[src/rtl/eep_pkg.sv]
package eep_pkg;

  typedef enum logic [2:0] {
    ST_IDLE, ST_DEV, ST_ACK, ST_WA, ST_WD, ST_RD, ST_RACK, ST_CMD
  } ph_t;

  localparam logic [3:0] KIND_MEM  = 4'b1010;
  localparam logic [3:0] KIND_PROT = 4'b0110;

  localparam logic [2:0] OP_SET_REV  = 3'b001;
  localparam logic [2:0] OP_CLR_REV  = 3'b011;
  localparam logic [2:0] OP_SET_PERM = 3'b100;

endpackage

[src/rtl/eep_line_cond.sv]
module eep_line_cond #(
  parameter int STAGES = 2
) (
  input  logic clk,
  input  logic rst_n,
  input  logic scl_i,
  input  logic sda_i,
  output logic scl_s,
  output logic sda_s,
  output logic scl_rise,
  output logic scl_fall,
  output logic start_det,
  output logic stop_det
);
  logic [STAGES-1:0] scl_sh, sda_sh;
  logic scl_d, sda_d;

  always_ff @(posedge clk or negedge rst_n) begin
    if (!rst_n) begin
      scl_sh <= '1;
      sda_sh <= '1;
      scl_d  <= 1'b1;
      sda_d  <= 1'b1;
    end else begin
      scl_sh <= {scl_sh[STAGES-2:0], scl_i};
      sda_sh <= {sda_sh[STAGES-2:0], sda_i};
      scl_d  <= scl_sh[STAGES-1];
      sda_d  <= sda_sh[STAGES-1];
    end
  end

  assign scl_s     = scl_sh[STAGES-1];
  assign sda_s     = sda_sh[STAGES-1];
  assign scl_rise  = scl_s & ~scl_d;
  assign scl_fall  = ~scl_s & scl_d;
  // data edge while clock stays high
  assign start_det = scl_s & scl_d & sda_d & ~sda_s;
  assign stop_det  = scl_s & scl_d & ~sda_d & sda_s;
endmodule

[src/rtl/eep_page_buf.sv]
module eep_page_buf #(
  parameter  int PAGE_W = 4,
  localparam int PB     = 1 << PAGE_W
) (
  input  logic              clk,
  input  logic              rst_n,
  input  logic              clr,
  input  logic              wr,
  input  logic [PAGE_W-1:0] idx,
  input  logic [7:0]        din,
  output logic [PB*8-1:0]   data_o,
  output logic [PB-1:0]     mask_o
);
  for (genvar s = 0; s < PB; s++) begin : g_slot
    logic [7:0] slot_q;
    logic       vld_q;
    always_ff @(posedge clk or negedge rst_n) begin
      if (!rst_n) begin
        slot_q <= '0;
        vld_q  <= 1'b0;
      end else if (clr) begin
        vld_q  <= 1'b0;
      end else if (wr && idx == PAGE_W'(s)) begin
        slot_q <= din;
        vld_q  <= 1'b1;
      end
    end
    assign data_o[s*8 +: 8] = slot_q;
    assign mask_o[s]        = vld_q;
  end
endmodule

[src/rtl/eep_array.sv]
module eep_array #(
  parameter  int ADDR_W  = 8,
  parameter  int PAGE_W  = 4,
  localparam int PB      = 1 << PAGE_W,
  localparam int PAGE_IW = ADDR_W - PAGE_W,
  localparam int NPAGES  = 1 << PAGE_IW,
  localparam int DEPTH   = 1 << ADDR_W
) (
  input  logic               clk,
  input  logic               rst_n,
  input  logic [ADDR_W-1:0]  rd_addr,
  output logic [7:0]         rd_data,
  input  logic               we,
  input  logic [PAGE_IW-1:0] wr_page,
  input  logic [PB*8-1:0]    wr_data,
  input  logic [PB-1:0]      wr_mask
);
  logic [DEPTH*8-1:0] cells;

  for (genvar p = 0; p < NPAGES; p++) begin : g_page
    logic hit;
    assign hit = we && (wr_page == PAGE_IW'(p));
    for (genvar b = 0; b < PB; b++) begin : g_byte
      logic [7:0] cell_q;
      always_ff @(posedge clk or negedge rst_n) begin
        if (!rst_n)                  cell_q <= 8'hFF;
        else if (hit && wr_mask[b])  cell_q <= wr_data[b*8 +: 8];
      end
      assign cells[(p*PB+b)*8 +: 8] = cell_q;
    end
  end

  assign rd_data = cells[rd_addr*8 +: 8];
endmodule

[src/rtl/eep_i2c_target.sv]
module eep_i2c_target
  import eep_pkg::*;
#(
  parameter int ADDR_W      = 8,
  parameter int PAGE_W      = 4,
  parameter int PROG_CYCLES = 2000,
  parameter int SYNC_STAGES = 2
) (
  input  logic       clk,
  input  logic       rst_n,
  input  logic       scl_i,
  input  logic       sda_i,
  output logic       sda_oe_o,
  input  logic [2:0] strap_i,
  input  logic       wp_i
);
  localparam int PB      = 1 << PAGE_W;
  localparam int PAGE_IW = ADDR_W - PAGE_W;
  localparam int BUSY_W  = $clog2(PROG_CYCLES + 1);

  logic scl_s, sda_s, scl_rise, scl_fall, start_det, stop_det;

  eep_line_cond #(.STAGES(SYNC_STAGES)) u_cond (
    .clk(clk), .rst_n(rst_n), .scl_i(scl_i), .sda_i(sda_i),
    .scl_s(scl_s), .sda_s(sda_s), .scl_rise(scl_rise), .scl_fall(scl_fall),
    .start_det(start_det), .stop_det(stop_det)
  );

  ph_t               state_q, after_q;
  logic [3:0]        bitcnt_q;
  logic [7:0]        shreg_q;
  logic [ADDR_W-1:0] ptr_q;
  logic              mack_q, wrote_q, cmd_pend_q, rev_wp_q, perm_wp_q;
  logic [2:0]        cmd_q;
  logic [BUSY_W-1:0] busy_q;

  logic busy_nz, swp, commit, buf_wr, load_rd, mem_hit, cmd_hit, op_ok, byte_done;
  logic [7:0]         rd_data;
  logic [PB*8-1:0]    buf_data;
  logic [PB-1:0]      buf_mask, mask_eff;
  logic [PAGE_IW-1:0] arr_page;
  logic               arr_we, wr_upper;

  assign busy_nz   = busy_q != '0;
  assign swp       = rev_wp_q | perm_wp_q;
  assign byte_done = scl_fall && bitcnt_q == 4'd8;
  assign op_ok     = shreg_q[3:1] == OP_SET_REV || shreg_q[3:1] == OP_CLR_REV ||
                     shreg_q[3:1] == OP_SET_PERM;
  assign mem_hit   = shreg_q[7:4] == KIND_MEM && shreg_q[3:1] == strap_i && !busy_nz;
  assign cmd_hit   = shreg_q[7:4] == KIND_PROT && !shreg_q[0] && op_ok &&
                     !perm_wp_q && !busy_nz;
  assign load_rd   = scl_fall && ((state_q == ST_ACK && after_q == ST_RD) ||
                                  (state_q == ST_RACK && mack_q));
  assign buf_wr    = state_q == ST_WD && byte_done;
  assign commit    = stop_det && wrote_q;

  // protection gating of the page commit
  assign arr_page = ptr_q[ADDR_W-1:PAGE_W];
  assign wr_upper = arr_page[PAGE_IW-1];
  assign mask_eff = (wp_i || (swp && !wr_upper)) ? '0 : buf_mask;
  assign arr_we   = commit && (|mask_eff);

  eep_page_buf #(.PAGE_W(PAGE_W)) u_buf (
    .clk(clk), .rst_n(rst_n), .clr(start_det | stop_det), .wr(buf_wr),
    .idx(ptr_q[PAGE_W-1:0]), .din(shreg_q), .data_o(buf_data), .mask_o(buf_mask)
  );

  eep_array #(.ADDR_W(ADDR_W), .PAGE_W(PAGE_W)) u_arr (
    .clk(clk), .rst_n(rst_n), .rd_addr(ptr_q), .rd_data(rd_data),
    .we(arr_we), .wr_page(arr_page), .wr_data(buf_data), .wr_mask(mask_eff)
  );

  always_ff @(posedge clk or negedge rst_n) begin
    if (!rst_n)       busy_q <= '0;
    else if (commit)  busy_q <= BUSY_W'(PROG_CYCLES);
    else if (busy_nz) busy_q <= busy_q - 1'b1;
  end

  always_ff @(posedge clk or negedge rst_n) begin
    if (!rst_n) begin
      state_q <= ST_IDLE;  after_q <= ST_IDLE;  bitcnt_q <= '0;  shreg_q <= '0;
      ptr_q <= '0;  mack_q <= 1'b0;  wrote_q <= 1'b0;  cmd_pend_q <= 1'b0;
      cmd_q <= '0;  rev_wp_q <= 1'b0;  perm_wp_q <= 1'b0;  sda_oe_o <= 1'b0;
    end else if (start_det) begin
      state_q <= ST_DEV;  bitcnt_q <= '0;  sda_oe_o <= 1'b0;
      wrote_q <= 1'b0;    cmd_pend_q <= 1'b0;
    end else if (stop_det) begin
      state_q <= ST_IDLE;  sda_oe_o <= 1'b0;  wrote_q <= 1'b0;  cmd_pend_q <= 1'b0;
      if (cmd_pend_q) begin
        case (cmd_q)
          OP_SET_REV:  rev_wp_q  <= 1'b1;
          OP_CLR_REV:  rev_wp_q  <= 1'b0;
          OP_SET_PERM: perm_wp_q <= 1'b1;
          default: ;
        endcase
      end
    end else if (load_rd) begin
      shreg_q  <= rd_data;
      sda_oe_o <= ~rd_data[7];
      bitcnt_q <= 4'd1;
      ptr_q    <= ptr_q + 1'b1;
      state_q  <= ST_RD;
    end else begin
      case (state_q)
        ST_DEV, ST_WA, ST_WD: begin
          if (scl_rise) begin
            shreg_q  <= {shreg_q[6:0], sda_s};
            bitcnt_q <= bitcnt_q + 1'b1;
          end else if (byte_done) begin
            bitcnt_q <= '0;
            sda_oe_o <= 1'b1;
            state_q  <= ST_ACK;
            after_q  <= ST_WD;
            if (state_q == ST_DEV) begin
              if (mem_hit) begin
                after_q <= shreg_q[0] ? ST_RD : ST_WA;
              end else if (cmd_hit) begin
                after_q <= ST_CMD;
                cmd_q   <= shreg_q[3:1];
              end else begin
                sda_oe_o <= 1'b0;
                state_q  <= ST_IDLE;
              end
            end else if (state_q == ST_WA) begin
              ptr_q <= ADDR_W'(shreg_q);
            end else begin
              ptr_q   <= {ptr_q[ADDR_W-1:PAGE_W], ptr_q[PAGE_W-1:0] + PAGE_W'(1)};
              wrote_q <= 1'b1;
            end
          end
        end
        ST_ACK: if (scl_fall) begin
          sda_oe_o <= 1'b0;
          if (after_q == ST_CMD) cmd_pend_q <= 1'b1;
          state_q <= after_q;
        end
        ST_RD: if (scl_fall) begin
          if (bitcnt_q == 4'd8) begin
            sda_oe_o <= 1'b0;
            state_q  <= ST_RACK;
          end else begin
            shreg_q  <= {shreg_q[6:0], 1'b0};
            sda_oe_o <= ~shreg_q[6];
            bitcnt_q <= bitcnt_q + 1'b1;
          end
        end
        ST_RACK: begin
          if (scl_rise)      mack_q  <= ~sda_s;
          else if (scl_fall) state_q <= ST_IDLE;
        end
        default: ;
      endcase
    end
  end
endmodule

[config.mk]
export PLATFORM = sky130hd
export DESIGN_NAME = eep_i2c_target
export DESIGN_NICKNAME = d
export VERILOG_FILES = /design/src/rtl/eep_pkg.sv /design/src/rtl/eep_line_cond.sv /design/src/rtl/eep_page_buf.sv /design/src/rtl/eep_array.sv /design/src/rtl/eep_i2c_target.sv
export SDC_FILE = /design/constraint.sdc
export NUM_CORES = 2
export LEC_CHECK = 0
export ABC_CLOCK_PERIOD_IN_PS = 3370
export BUFFER_PORTS_ARGS = -buffer_cell sky130_fd_sc_hd__buf_2
export CORE_AREA = 2 2 501 503
export DETAILED_ROUTE_END_ITERATION = 7
export DIE_AREA = 0 0 503 505
export GPL_TIMING_DRIVEN = 0
export SYNTH_ARGS = -nofsm -noshare
export SYNTH_HDL_FRONTEND = slang
export SYNTH_SLANG_ARGS = --single-unit
[constraint.sdc]
create_clock -name clk -period 3.37 [get_ports clk]
set_clock_uncertainty 0.2 [all_clocks]
set_input_delay 0.1685 -clock clk [delete_from_list [all_inputs] [get_ports clk]]
set_output_delay 0.1685 -clock clk [all_outputs]
set_load 0.02 [all_outputs]
## Word level (Yosys, flattened, before mapping)

Index checks and enable logic that the tools add are counted.

- Output and inout port bits: 1
- Input bits: 8
- Register bits: 2244
- Memories: 0
- Memory bits (read-only): 0
- RAM bits: 0
- Word-level logic and storage cells: 873
- Latch bits: 0

- Mux-type cells: 99
- Add/subtract/negate cells: 4
- Magnitude comparators: 0
- Bitwise gates (word level): 21
- Divide/modulo/power cells: 0
- Shift operators: 1
- Equality and inequality tests: 68
- Multiply operators: 0
- Reductions and logical operators: 374

Operator list:

| cell | count |
|---|---|
| variable part select 2048 x 12 -> 8 bit | 1 |
| logical AND 1 bit | 302 |
| two-way mux 8 bit | 10 |
| equality test 4 bit (second input constant) | 18 |
| two-way mux 1 bit | 57 |
| nonzero test 2 bit | 21 |
| != test 5 bit (second input constant) | 8 |
| two-way mux 3 bit | 13 |
| equality test 4 x 3 -> 1 bit (second input constant) | 9 |
| AND reduction 2 bit | 16 |
| two-way mux 4 bit | 7 |
| AND reduction 6 bit | 4 |
| two-way mux 11 bit | 2 |
| equality test 3 bit (second input constant) | 7 |
| != test 3 bit (second input constant) | 6 |
| nonzero test 3 bit | 6 |
| equality test 4 x 2 -> 1 bit (second input constant) | 4 |
| two-way mux 16 bit | 1 |
| case mux 8 bit (2 select lines) | 1 |
| OR reduction 16 bit | 1 |
| AND reduction 5 bit | 3 |
| equality test 3 x 2 -> 1 bit (second input constant) | 4 |
| inverter 1 bit | 12 |
| case mux 3 bit (4 select lines) | 1 |
| 28 further kinds | 53 |

## Logic depth before layout (Yosys ltp)

- Depth after elaboration: 15
- Gate-level depth with buffers: 13
- Gate-level depth less buffers: 10

## Modules after synthesis

A second synthesis with hierarchy kept.

- Cells, all modules: 6625
- Area total of the unflattened synthesis: 104310.0 um^2

Modules (own cells, without submodules):

| module | cells an instance | times used | sequential area each (um^2) | area each (um^2) |
|---|---|---|---|---|
| eep_array | 5914 | 1 | 53811.6 | 95539.1 |
| eep_page_buf | 353 | 1 | 3603.5 | 5600.4 |
| eep_i2c_target | 348 | 1 | 1151.1 | 2980.4 |
| eep_line_cond | 10 | 1 | 157.7 | 190.2 |

## Least setup slack after synthesis

Ideal clock, no wire load.

- Path type: register to register
- From: register ptr_q[0]
- To: register shreg_q[0]
- Path buffers: 4
- Arrival: 2.746 ns
- Data required time: 3.049 ns
- Cell stages (with the launch flop): 11
- Period minus slack after synthesis: 3.067 ns
- Slack: 0.303 ns
- Library setup time: 0.121 ns
- Cells stage by stage: dfrtp_1 -> buf_4 -> buf_2 -> buf_2 -> buf_2 -> mux4_2 -> a221oi_1 -> nand4_1 -> a32oi_1 -> o311ai_0 -> a22o_1

- Longest elaborated chain between the ends: 2

RTL lines:

| item | RTL line | source |
|---|---|---|
| start: declaration | eep_i2c_target.sv:32 | `logic [ADDR_W-1:0] ptr_q;` |
| start signal: assignment | eep_i2c_target.sv:101 | `ptr_q <= ptr_q + 1'b1;` |
| start signal: assignment | eep_i2c_target.sv:125 | `ptr_q <= ADDR_W'(shreg_q);` |
| start signal: assignment | eep_i2c_target.sv:127 | `ptr_q <= {ptr_q[ADDR_W-1:PAGE_W], ptr_q[PAGE_W-1:0] + PAGE_W'(1)};` |
| variable part select 2048 x 12 -> 8 bit | eep_array.sv:33 | `assign rd_data = cells[rd_addr*8 +: 8];` |
| two-way mux 8 bit | eep_i2c_target.sv:97 | `end else if (load_rd) begin` |
| end signal: assignment | eep_i2c_target.sv:98 | `shreg_q <= rd_data;` |
| end signal: assignment | eep_i2c_target.sv:107 | `shreg_q <= {shreg_q[6:0], sda_s};` |
| end signal: assignment | eep_i2c_target.sv:142 | `shreg_q <= {shreg_q[6:0], 1'b0};` |
| end: declaration | eep_i2c_target.sv:31 | `logic [7:0] shreg_q;` |

Every way passes these cells.
A chain may end at the register's enable or synchronous reset.

## Worst setup path in the final report

- From: register ptr_q[1]
- To: register shreg_q[1]

The elaborated chain is that of the path after synthesis.

==> reports/metrics.yaml <==
outcome: "finished, violations left"
violations: "capacitance limit, slew limit, setup timing"
synth_edf_count: 0
cts_buffers: 233
drive_gt1_share_pct: 85.99
power_switching_mw: 19.41
postLayoutCellArea_mm2: 0.1279
crit_top_cell: "buf_16"
netlist.top_cell.by_area: "dfstp_2"
ant_nets: 0
max_cap_violations: 6
nNetsFinal: 7194
dp_cells: 9853
clkLatencyLatePin_ns: 0.97
core_mm2: 0.2482
worst_pin_slew_ns: 1.636
drv_slew: 65
seqPwrFrac_pct: 41.2
worstPathRequired_ns: 3.99
root_buffer: "clkbuf_16"
path_cells: "buf_12, buf_16, buf_12, buf_16, buf_16, mux4_2, a22oi_2, a21oi_1, nor3_2, o221ai_4, a41oi_2, o31ai_1"
grt_pass1_wl_um: 690400
fin_ws_ns: -0.5189
avgSynthCellArea_um2: 16.02
placed_area_mm2: 0.1088
area_delta_synth_final_pct: 23.25
synth_area_leaders: "dfstp_2 (52%), mux2_2 (23%), mux4_2 (11%)"
fmax_mhz: 257.1
start_util_pct: 41.81
rr_endpoint: "shreg_q[1]"
grt_max_degree: 180
fin_crit_ns: 3.889
crit_type: "register to register"
ioPinCount: 9
rsz0062_at_grt: "yes"
dr.first_iter.drc_count: 9724
combPwrFrac_pct: 16.7
grt_pass1_vias: 68590
r2r-start: "ptr_q[1]"
worst_setup_path_end_kind: "register"
synth_fp_nets: 6495
cp_top_family: "compound AO/OA/AOI/OAI gates"
clock_sinks: 2244
cp_num_buf_inv: 5
syn_inst: 6479
ys_seq_area_share_pct: 56.58
min_period_over_period_pct: 115.4
switching_share_pct: 29.14
p_int_mw: 47.18
drc: 0
die_h_um: 505
cts_tree: "built"
hold-worst-slack_ns: 0.005609
fin_total_pwr_mw: 66.59
crit_start: "ptr_q[1]"
cts_buffer_depth: 3
cp_max_fo: 10
vdd_drop_max_v: 0.0004971
crit_slowest_cell: "mux4_2"
via_per_inst: 6.668
gp_congestion: 1.159
worst_path_largest_cell_delay_ns: 0.45
worstPathArrival_ns: 4.51
ys.flop_type: "dfstp_2"
track_usage_pct: 41.84
yosys_register_bits: 2244
antenna_found_initial: 90
r2r_slack_ns: -0.52
reg2reg_depth: 12
grt_overflow: 0
design.die.area_mm2: 0.2540
layout.cells.non_filler: 10750
clk_pin_slew_ns: 0.07
yosysTopAreaCellShare_pct: 52.00
wl_per_cell_um: 50.34
setup_violations: 336
post-place-ws_ns: -3.552
pwr-share-clk_pct: 42.1
relSlewSlack_pct: -9.068
start_kind: "register"
htreeDepth: 4
hold_violations: 0
rows: 183
firstDrtPassIters: 8
powerDensity_mw_per_mm2: 520.6
synth_warnings: 0
synthDistinctLibCells: 74
vias: 71660
hold_path_class: "input port to async pin"
io_buffers: 8
place_hpwl_um: 382500
totalWireLength_um: 541000
die_x_um: 503
fillers: 20530
netlist_area_mm2: 0.1038
async_flop_share_pct: 100.0
p_leak_nw: 49.91
==> synthesized netlist by cell type (7+ instances only) <==
master and n:
o22a_1 23, o21ai_0 38, nor3_1 32, mux4_2 491, nand4_1 9, mux2i_1 99
clkbuf_1 241, a21oi_1 49, a32o_1 10, a21o_1 18, dfrtp_1 190, a22o_1 17
a31oi_1 10, a32oi_1 13, mux2_4 80, nand2_1 147, a22oi_1 63, nor4_1 8
nor2b_1 16, dfstp_2 2054, nand3_1 55, o31ai_1 13, o221ai_1 23, a211oi_1 10
buf_1 30, a221oi_1 21, nor2_1 186, nand3_2 27, o211ai_1 7, ha_1 8
inv_1 11, nand3_4 10, buf_4 14, nor2_2 71, buf_2 115, o22ai_1 63
nand2b_1 13, mux2_2 2103, and3_1 8, nor3b_1 7
==> worst max path at each step <==
stage                                 to  slack, ns  cells after the start
6_report                      shreg_q[1]      -0.52                     12
2_1_floorplan                 shreg_q[0]       0.30                     10
3_3_place_gp   u_buf.g_slot[6].slot_q[1]     -46.09                      1
3_5_place_dp                  shreg_q[0]      -3.55                     11
4_1_cts                       shreg_q[6]      -0.31                     12
5_1_grt                       shreg_q[4]      -0.37                     11
==> layout by cell type (no fill, tap or decap), drive strengths merged, types with 10 or more instances in the layout <==
| cell type | instances |
|---|---|
| clkinv | 55 |
| o221ai | 23 |
| bufinv | 22 |
| mux2 | 2183 |
| nand3 | 92 |
| inv | 22 |
| nor2 | 258 |
| a21o | 18 |
| dfrtp | 190 |
| mux4 | 491 |
| nor3 | 38 |
| buf | 614 |
| a22o | 17 |
| a211oi | 10 |
| dfstp | 2054 |
| nor2b | 16 |
| o22ai | 63 |
| a32o | 10 |
| mux2i | 99 |
| nand2 | 148 |
| a31oi | 10 |
| o21ai | 38 |
| a21oi | 49 |
| a221oi | 21 |
| o31ai | 13 |
| a22oi | 63 |
| clkbuf | 582 |
| diode | 33 |
| o22a | 23 |
| nand2b | 13 |
| a32oi | 13 |
==> final cells by class <==
cell class | count | area [um2] | area share [%]
Antenna cell | 33 | 82.58 | 0.06456
Multi-Input combinational cell | 3821 | 46600 | 36.43
Timing Repair Buffer | 475 | 5874 | 4.592
Inverter | 13 | 55.05 | 0.04304
Clock buffer | 347 | 6974 | 5.452
Buffer | 390 | 4163 | 3.254
Clock inverter | 93 | 1270 | 0.9928
Sequential cell | 2244 | 58730 | 45.92
Tap cell | 3330 | 4167 | 3.257
==> power by group through the flow <==
stage	logic [mW]	registers, mW	clock network (mW)
floorplan	3.08	27.8	0
global placement	7.60	27.6	0
detailed placement	7.74	27.8	0
CTS	9.97	27.4	28.0
global route	11.0	27.4	29.1
finish	11.2	27.4	28.0
==> registers in the layout, indices dropped and copies added (netlist names) <==
name	cells
shreg_q	8
after_q	3
ptr_q	8
busy_q	11
sda_oe_o	1
state_q	3
rev_wp_q	1
wrote_q	1
u_cond.scl_d	1
u_cond.scl_sh	2
u_cond.sda_sh	2
u_buf.g_slot.vld_q	16
perm_wp_q	1
u_arr.g_page.g_byte.cell_q	2048
u_cond.sda_d	1
cmd_q	3
bitcnt_q	4
cmd_pend_q	1
u_buf.g_slot.slot_q	128
mack_q	1
==> cell families (layout without fill, tap and decap cells) <==
family,after synthesis,count (layout),share of synthesized area [%]
mux,2773,2773,35.59
flops,2244,2244,56.58
simple gates,626,626,3.155
buf+inv,414,1318,1.702
compound gates,404,404,2.793
xor+xnor,10,10,0.08439
fa+ha+maj,8,8,0.09645
other cells,0,33,0
==> routing by layer <==
metal	part of all wire (%)	global-route usage, %
met1	37	52.57
met2	40	55.33
met4	8.8	30.19
met5	0.13	0
met3	14	20.40
==> per-stage QoR <==
stage                     util, %  setup TNS [ns]
final                       51.54          -17.47
after global routing        51.51          -3.703
after CTS                   50.59          -19.49
after detailed placement    43.83        -3443.89
after global placement      43.51               -
after floorplan                 -               0
==> worst min-delay path: stages <==
cell and delay [ns]:
buf_12 0.08, buf_16 0.09, buf_16 0.09, buf_16 0.10
buf_16 0.09, buf_16 0.09, buf_16 0.11, buf_16 0.41
==> what timing repair did <==
action,in CTS,in global routing
hold buffers,17,0
buffers inserted,276,127
cloned,4,8
endpoints found under the setup margin,2212,1496
hold endpoints to repair,346,0
resized for setup,1243,185
pin swaps,132,71
Power figures use the tool's default switching activity.
